`config.mk`:
```
export PLATFORM = sky130hd
export DESIGN_NAME = sar_conv_seq
export DESIGN_NICKNAME = d
export VERILOG_FILES = /design/src/rtl/sar_seq_pkg.sv /design/src/rtl/sar_frame_timer.sv /design/src/rtl/sar_chan_sel.sv /design/src/rtl/sar_trial_reg.sv /design/src/rtl/sar_conv_seq.sv
export SDC_FILE = /design/constraint.sdc
export NUM_CORES = 1
export LEC_CHECK = 0
export ABC_AREA = 1
export BUFFER_PORTS_ARGS = -buffer_cell sky130_fd_sc_hd__buf_2
export CELL_PAD_IN_SITES_DETAIL_PLACEMENT = 0
export CELL_PAD_IN_SITES_GLOBAL_PLACEMENT = 2
export CORE_ASPECT_RATIO = 1.5
export CORE_MARGIN = 3
export CORE_UTILIZATION = 26
export DETAILED_ROUTE_END_ITERATION = 10
export PLACE_DENSITY = 0.8
export SLEW_MARGIN = 30
export SYNTH_ARGS = -nofsm -noshare
export SYNTH_HDL_FRONTEND = slang
export SYNTH_SLANG_ARGS = --single-unit
```
`constraint.sdc`:
```
create_clock -name clk -period 1.77 [get_ports clk]
set_clock_uncertainty 0.2 [all_clocks]
set_input_delay 0.2655 -clock clk [delete_from_list [all_inputs] [get_ports clk]]
set_output_delay 0.2655 -clock clk [all_outputs]
set_load 0.005 [all_outputs]
```
`src/rtl/sar_seq_pkg.sv`:
```
package sar_seq_pkg;

    localparam int RES_W  = 8;
    localparam int CHAN_W = 4;
    localparam int IDX_W  = $clog2(RES_W);

    typedef logic [RES_W-1:0]  code_t;
    typedef logic [CHAN_W-1:0] chan_t;

    typedef enum logic [1:0] {
        PH_IDLE,
        PH_ACQ,
        PH_TRIAL,
        PH_PAD
    } phase_e;

    // One frame step, decoded from the frame counter.
    typedef struct packed {
        logic             init;    // load MSB trial on this edge
        logic             decide;  // resolve bit idx on this edge
        logic [IDX_W-1:0] idx;     // bit being resolved
        logic             load;    // move trial word to holding register
    } step_t;

    function automatic chan_t map_chan(chan_t code, chan_t last_in, chan_t test_code);
        return (code > last_in) ? test_code : code;
    endfunction

    function automatic code_t bit_mask(logic [IDX_W-1:0] pos);
        return code_t'(1) << pos;
    endfunction

endpackage

```
`src/rtl/sar_frame_timer.sv`:
```
module sar_frame_timer
    import sar_seq_pkg::*;
#(
    parameter int ACQ_CYCLES   = 2,
    parameter int FRAME_CYCLES = 20
) (
    input  logic   clk,
    input  logic   rst,
    input  logic   go_i,
    input  logic   abort_i,
    output logic   busy_o,
    output phase_e phase_o,
    output step_t  step_o
);

    localparam int CNT_W      = $clog2(FRAME_CYCLES);
    localparam int TRIAL_LAST = ACQ_CYCLES + RES_W - 1;
    localparam int LOAD_AT    = FRAME_CYCLES - 1;

    logic [CNT_W-1:0] cnt;

    always_ff @(posedge clk) begin
        if (rst || abort_i) begin
            busy_o <= 1'b0;
            cnt    <= '0;
        end else if (go_i && !busy_o) begin
            busy_o <= 1'b1;
            cnt    <= '0;
        end else if (busy_o) begin
            if (cnt == CNT_W'(LOAD_AT)) begin
                busy_o <= 1'b0;
                cnt    <= '0;
            end else begin
                cnt <= cnt + CNT_W'(1);
            end
        end
    end

    always_comb begin
        step_o        = '0;
        step_o.init   = busy_o && (cnt == CNT_W'(ACQ_CYCLES - 1));
        step_o.decide = busy_o && (cnt >= CNT_W'(ACQ_CYCLES)) && (cnt <= CNT_W'(TRIAL_LAST));
        step_o.idx    = IDX_W'(TRIAL_LAST - int'(cnt));
        step_o.load   = busy_o && (cnt == CNT_W'(LOAD_AT));
    end

    always_comb begin
        if (!busy_o)
            phase_o = PH_IDLE;
        else if (cnt < CNT_W'(ACQ_CYCLES))
            phase_o = PH_ACQ;
        else if (cnt <= CNT_W'(TRIAL_LAST))
            phase_o = PH_TRIAL;
        else
            phase_o = PH_PAD;
    end

    // the frame ends on the load edge
    a_r4_frame_end: assert property (@(posedge clk) disable iff (rst)
        (busy_o && cnt == CNT_W'(LOAD_AT) && !abort_i) |=> !busy_o);

    // a running frame advances by one every cycle
    a_r4_frame_step: assert property (@(posedge clk) disable iff (rst)
        (busy_o && cnt != CNT_W'(LOAD_AT) && !abort_i) |=> (busy_o && cnt == $past(cnt) + CNT_W'(1)));

    // abort always leaves the timer idle
    a_r8_timer_idle: assert property (@(posedge clk) disable iff (rst)
        abort_i |=> !busy_o);

endmodule

```
`src/rtl/sar_chan_sel.sv`:
```
module sar_chan_sel
    import sar_seq_pkg::*;
#(
    parameter int LAST_INPUT = 10,
    parameter int TEST_CODE  = 11
) (
    input  logic  clk,
    input  logic  rst,
    input  logic  capture_i,
    input  chan_t chan_i,
    output chan_t mux_sel_o
);

    chan_t mapped;

    assign mapped = map_chan(chan_i, CHAN_W'(LAST_INPUT), CHAN_W'(TEST_CODE));

    always_ff @(posedge clk) begin
        if (rst)
            mux_sel_o <= '0;
        else if (capture_i)
            mux_sel_o <= mapped;
    end

    // select never points past the test level
    a_r3_sel_range: assert property (@(posedge clk) disable iff (rst)
        mux_sel_o <= CHAN_W'(TEST_CODE));

endmodule

```
`src/rtl/sar_trial_reg.sv`:
```
module sar_trial_reg
    import sar_seq_pkg::*;
(
    input  logic  clk,
    input  logic  rst,
    input  logic  clr_i,
    input  step_t step_i,
    input  logic  cmp_ge_i,
    output code_t trial_o
);

    code_t nxt;

    always_comb begin
        nxt = trial_o;
        if (!cmp_ge_i)
            nxt = nxt & ~bit_mask(step_i.idx);
        if (step_i.idx != '0)
            nxt = nxt | bit_mask(step_i.idx - IDX_W'(1));
    end

    always_ff @(posedge clk) begin
        if (rst || clr_i)
            trial_o <= '0;
        else if (step_i.init)
            trial_o <= bit_mask(IDX_W'(RES_W - 1));
        else if (step_i.decide)
            trial_o <= nxt;
    end

    // the first trial is the mid-scale word
    a_r6_first_trial: assert property (@(posedge clk) disable iff (rst)
        (step_i.init && !clr_i) |=> trial_o == code_t'(1 << (RES_W - 1)));

    // keeping a bit never lowers the trial word
    a_r6_keep_up: assert property (@(posedge clk) disable iff (rst)
        (step_i.decide && cmp_ge_i && !clr_i) |=> trial_o >= $past(trial_o));

    // rejecting a bit always lowers the trial word
    a_r6_drop_down: assert property (@(posedge clk) disable iff (rst)
        (step_i.decide && !cmp_ge_i && !clr_i) |=> trial_o < $past(trial_o));

endmodule

```
`src/rtl/sar_conv_seq.sv`:
```
module sar_conv_seq
    import sar_seq_pkg::*;
#(
    parameter int ACQ_CYCLES   = 2,
    parameter int FRAME_CYCLES = 20,
    parameter int LAST_INPUT   = 10,
    parameter int TEST_CODE    = 11
) (
    input  logic        clk,
    input  logic        rst,
    input  logic        start_i,
    input  logic [3:0]  chan_i,
    input  logic        abort_i,
    input  logic        cmp_ge_i,
    output logic [3:0]  mux_sel_o,
    output logic        track_o,
    output logic [7:0]  trial_o,
    output logic [7:0]  result_o,
    output logic        eoc_o
);

    logic   busy;
    logic   go;
    phase_e phase;
    step_t  step;
    code_t  trial;
    chan_t  sel;

    assign go = start_i && !busy && !abort_i;

    sar_frame_timer #(
        .ACQ_CYCLES  (ACQ_CYCLES),
        .FRAME_CYCLES(FRAME_CYCLES)
    ) timer_i (
        .clk    (clk),
        .rst    (rst),
        .go_i   (go),
        .abort_i(abort_i),
        .busy_o (busy),
        .phase_o(phase),
        .step_o (step)
    );

    sar_chan_sel #(
        .LAST_INPUT(LAST_INPUT),
        .TEST_CODE (TEST_CODE)
    ) chan_i_sel (
        .clk      (clk),
        .rst      (rst),
        .capture_i(go),
        .chan_i   (chan_i),
        .mux_sel_o(sel)
    );

    sar_trial_reg trial_i (
        .clk     (clk),
        .rst     (rst),
        .clr_i   (abort_i),
        .step_i  (step),
        .cmp_ge_i(cmp_ge_i),
        .trial_o (trial)
    );

    always_ff @(posedge clk) begin
        if (rst) begin
            result_o <= '0;
            eoc_o    <= 1'b1;
        end else if (abort_i) begin
            eoc_o <= 1'b1;
        end else if (go) begin
            eoc_o <= 1'b0;
        end else if (step.load) begin
            result_o <= trial;
            eoc_o    <= 1'b1;
        end
    end

    assign mux_sel_o = sel;
    assign trial_o   = trial;
    assign track_o   = (phase == PH_ACQ);

    // end-of-conversion is low exactly while a frame runs
    a_r4_eoc_busy: assert property (@(posedge clk) disable iff (rst)
        busy |-> !eoc_o);

    // abort keeps the stored code and raises end-of-conversion
    a_r8_abort_hold: assert property (@(posedge clk) disable iff (rst)
        abort_i |=> ($stable(result_o) && eoc_o));

    // holding register only moves on a load edge
    a_r9_hold_stable: assert property (@(posedge clk) disable iff (rst)
        !step.load |=> $stable(result_o));

    // starts during a frame leave the select alone
    a_r7_busy_start: assert property (@(posedge clk) disable iff (rst)
        (busy && start_i) |=> $stable(mux_sel_o));

endmodule

```
==> metrics.log <==
INFO  metric io_buffers = 30
INFO  metric yosys-mux-area-fraction = 0
INFO  metric layout_common_cells = nand2_1, buf_2, nor2_1, dfxtp_1, o21ai_1
INFO  metric share_of_the_synthesized_netlist_area_taken_by_xor_and_xnor_gates = 0.0358
INFO  metric syn2layout_area_growth = 35.1%
INFO  metric route.detailed.vias_per_inst = 4.54
INFO  metric grt_setup_unrepaired = true
INFO  metric syn_avg_cell_area = 7.27 um^2
INFO  metric hold_viol = 0
INFO  metric design.final.nets = 262
INFO  metric coreArea = 0.00525 mm^2
INFO  metric relSlewSlack = 0.762
INFO  metric holdCritPathClass = primary input to flip-flop
INFO  metric layout_commonest_cell = nand2_1
INFO  metric power_leakage = 0.828 nW
INFO  metric worst-slew-pin-transition = 356 ps
INFO  metric maximum_resistive_drop_on_vdd = 0.239 mV
INFO  metric htreeDepth = 1
INFO  metric seq_area_frac_synth = 0.377
INFO  metric synth_compound_area_frac = 0.150
INFO  metric max_cap_viol_count = 0
INFO  metric chipHeight = 96.9 um
INFO  metric placed_cells = 299
INFO  metric power_per_cell_area = 546 mW/mm^2
INFO  metric routed_wirelength = 3620 um
INFO  metric insertedDiodeCount = 0
INFO  metric combined_global_route_utilization_of_all_metal_layers = 0.118
INFO  metric final.fill_count = 582
INFO  metric timing.final.crit_period = 1710 ps
INFO  metric antenna_violations_before_repair = 0
INFO  metric outcome = finished, final reports clean
INFO  metric ys_types = 22
INFO  metric post_route_cells_drive_above_1_share = 0.336
INFO  metric first_iter_violations = 32
INFO  metric syn-instance-count = 197
INFO  metric worstPathArrival = 1250 ps
INFO  metric initial_core_util = 0.273
INFO  metric critical_path.startpoint_type = flip-flop
INFO  metric grt_pass1_wl = 6100 um
INFO  metric place_congestion = 0.762
INFO  metric critical_path_class = flip-flop to output port
INFO  metric core.rowCount = 32
INFO  metric post-route-drc-count = 0
INFO  metric layoutNonFillerInstCount = 309
INFO  metric tritoncts = yes
INFO  metric synthesis.nets = 217
INFO  metric cts.sinks = 27
INFO  metric crit_path_start = timer_i.cnt[1]
INFO  metric worstSetupEndpointType = output port
INFO  metric seq_area = 544 um^2
INFO  metric dieArea = 0.00646 mm^2
INFO  metric postSynthRegisterBits = 27
INFO  metric ant_nets = 0
INFO  metric route.vias.total = 1403
INFO  metric first_global_vias = 1367
INFO  metric synth-warning-count = 0
INFO  metric chipWidth = 66.6 um
INFO  metric power = 1.06 mW
INFO  metric synthSimpleGateAreaFrac = 0.274
INFO  metric clockBufferDepth = 2
INFO  metric fmax = 584 MHz
INFO  metric clk_latency = 280 ps
INFO  metric hpwl = 2770 um
INFO  metric routed_wire_length_per_instance = 11.7 um
INFO  metric worstHoldStart = chan_i[3]
INFO  metric grt_remaining_overflow = 0
INFO  metric worst_r2r_startpoint = timer_i.cnt[2]
INFO  metric critical_path.max_fanout = 4
INFO  metric crit_required = 1300 ps
INFO  metric multi_input_comb_area = 907 um^2
INFO  metric post_synth_fa_ha_maj_area_fraction = 0.0961
INFO  metric mappedNetlistArea = 0.00143 mm^2
INFO  metric grt_start_max_net_pins = 15
INFO  metric worst_setup_hold_path_clk_slew = 100 ps
INFO  metric main_combinational_cell_family_by_area_after_synthesis = simple AND/OR/NAND/NOR gates
INFO  metric finalSetupViolations = 0
INFO  metric top_level_ports = 31
INFO  metric timing.final.crit_share = 0.968
INFO  metric clock-root-buffer = clkbuf_8
INFO  metric drt_pre_antenna_iters = 5
INFO  metric tritoncts.num_buffers = 3
INFO  metric final-max-slew-violation-count = 0
## metrics by stage
step	util	setup TNS (ps)	cell area [um^2]	worst slack [ps]	hold slack, ps
after floorplan	-	0	1430	35.6	135
final	0.369	0	1940	56.4	49.8
after CTS	0.343	-11.5	1800	-11.5	32.1
after detailed placement	0.324	0	1700	24.3	259
after global routing	0.369	-30.3	1940	-10.4	28.7
after global placement	0.324	0	1700	21.5	248
## critical path, cell delays in order (launching register included)
cell	delay (ps)
dfxtp_2	330
inv_2	70
buf_6	120
ha_4	150
inv_2	40
nor4_2	120
buf_2	150
## path summary, 6_finish.rpt
kind | cells past startpoint | endpoint | slack [ps]
worst max register to register | 9 | trial_i.trial_o[1] | 80
worst min register to register | 2 | eoc_o | 280
worst min-delay path | 3 | chan_i_sel.mux_sel_o[3] | 50
worst max-delay path | 6 | track_o | 60
## where the power goes
group	leakage, nW	switching, mW	total [mW]	internal [mW]
Clock	0.0228	0.204	0.366	0.162
Combinational	0.586	0.0456	0.0731	0.0276
Sequential	0.220	0.00385	0.618	0.614
## cells in the mapped netlist
library cell   n  area share
inv_1         13       0.034
nand3_1        7       0.024
ha_1          11       0.096
xnor2_2        1       0.011
buf_4          3       0.016
nand4_1        2      0.0087
xor2_1         4       0.024
nor2_4         1      0.0079
o21ai_0       15       0.052
nand3_2        2       0.014
a211oi_1       1      0.0052
o21ai_1       11       0.038
dfxtp_1       27        0.38
o31ai_1        1      0.0052
inv_2          4       0.010
clkinv_4       1      0.0061
nand2_1       48        0.13
nor2_2         3       0.013
a21oi_1       14       0.049
nor4_1         1      0.0044
nor2_1        26       0.068
nand2_4        1      0.0079
## final cells by class
type / count / area share
repair buffers: 43 / 0.145
well taps: 68 / 0.0440
flip-flops and latches: 27 / 0.281
inverters: 18 / 0.0375
multi-input cells: 149 / 0.469
clock buffers: 4 / 0.0233
## sequential cells by signal (all words and copies together), names as in the netlist
signal                count
eoc_o                     1
result_o                  8
timer_i.cnt               5
chan_i_sel.mux_sel_o      4
timer_i.busy_o            1
trial_i.trial_o           8
## what timing repair did
item                                    4_1_cts  5_1_grt
setup buffers                                 2        3
hold endpoints to repair                      2        0
hold buffers                                  1        0
gates resized for setup                       8       27
endpoints found under the setup margin        2       15
pin swaps                                     2        4
## kinds of logic (layout without fill, tap and decap cells)
kind of cell    count (synthesis)  after routing
xor+xnor                        5              5
buf+inv                        21             65
fa+ha+maj                      11             11
simple gates                   91             91
flops                          27             27
compound gates                 42             42
## routing by layer
layer	global-route usage	up-vias	wire (um)
li1	-	728	-
met1	0.129	643	1420
met2	0.219	26	2050
met3	0.0139	6	84
met4	0.0485	0	71
met5	0	-	0
Power figures use the tool's default switching activity.
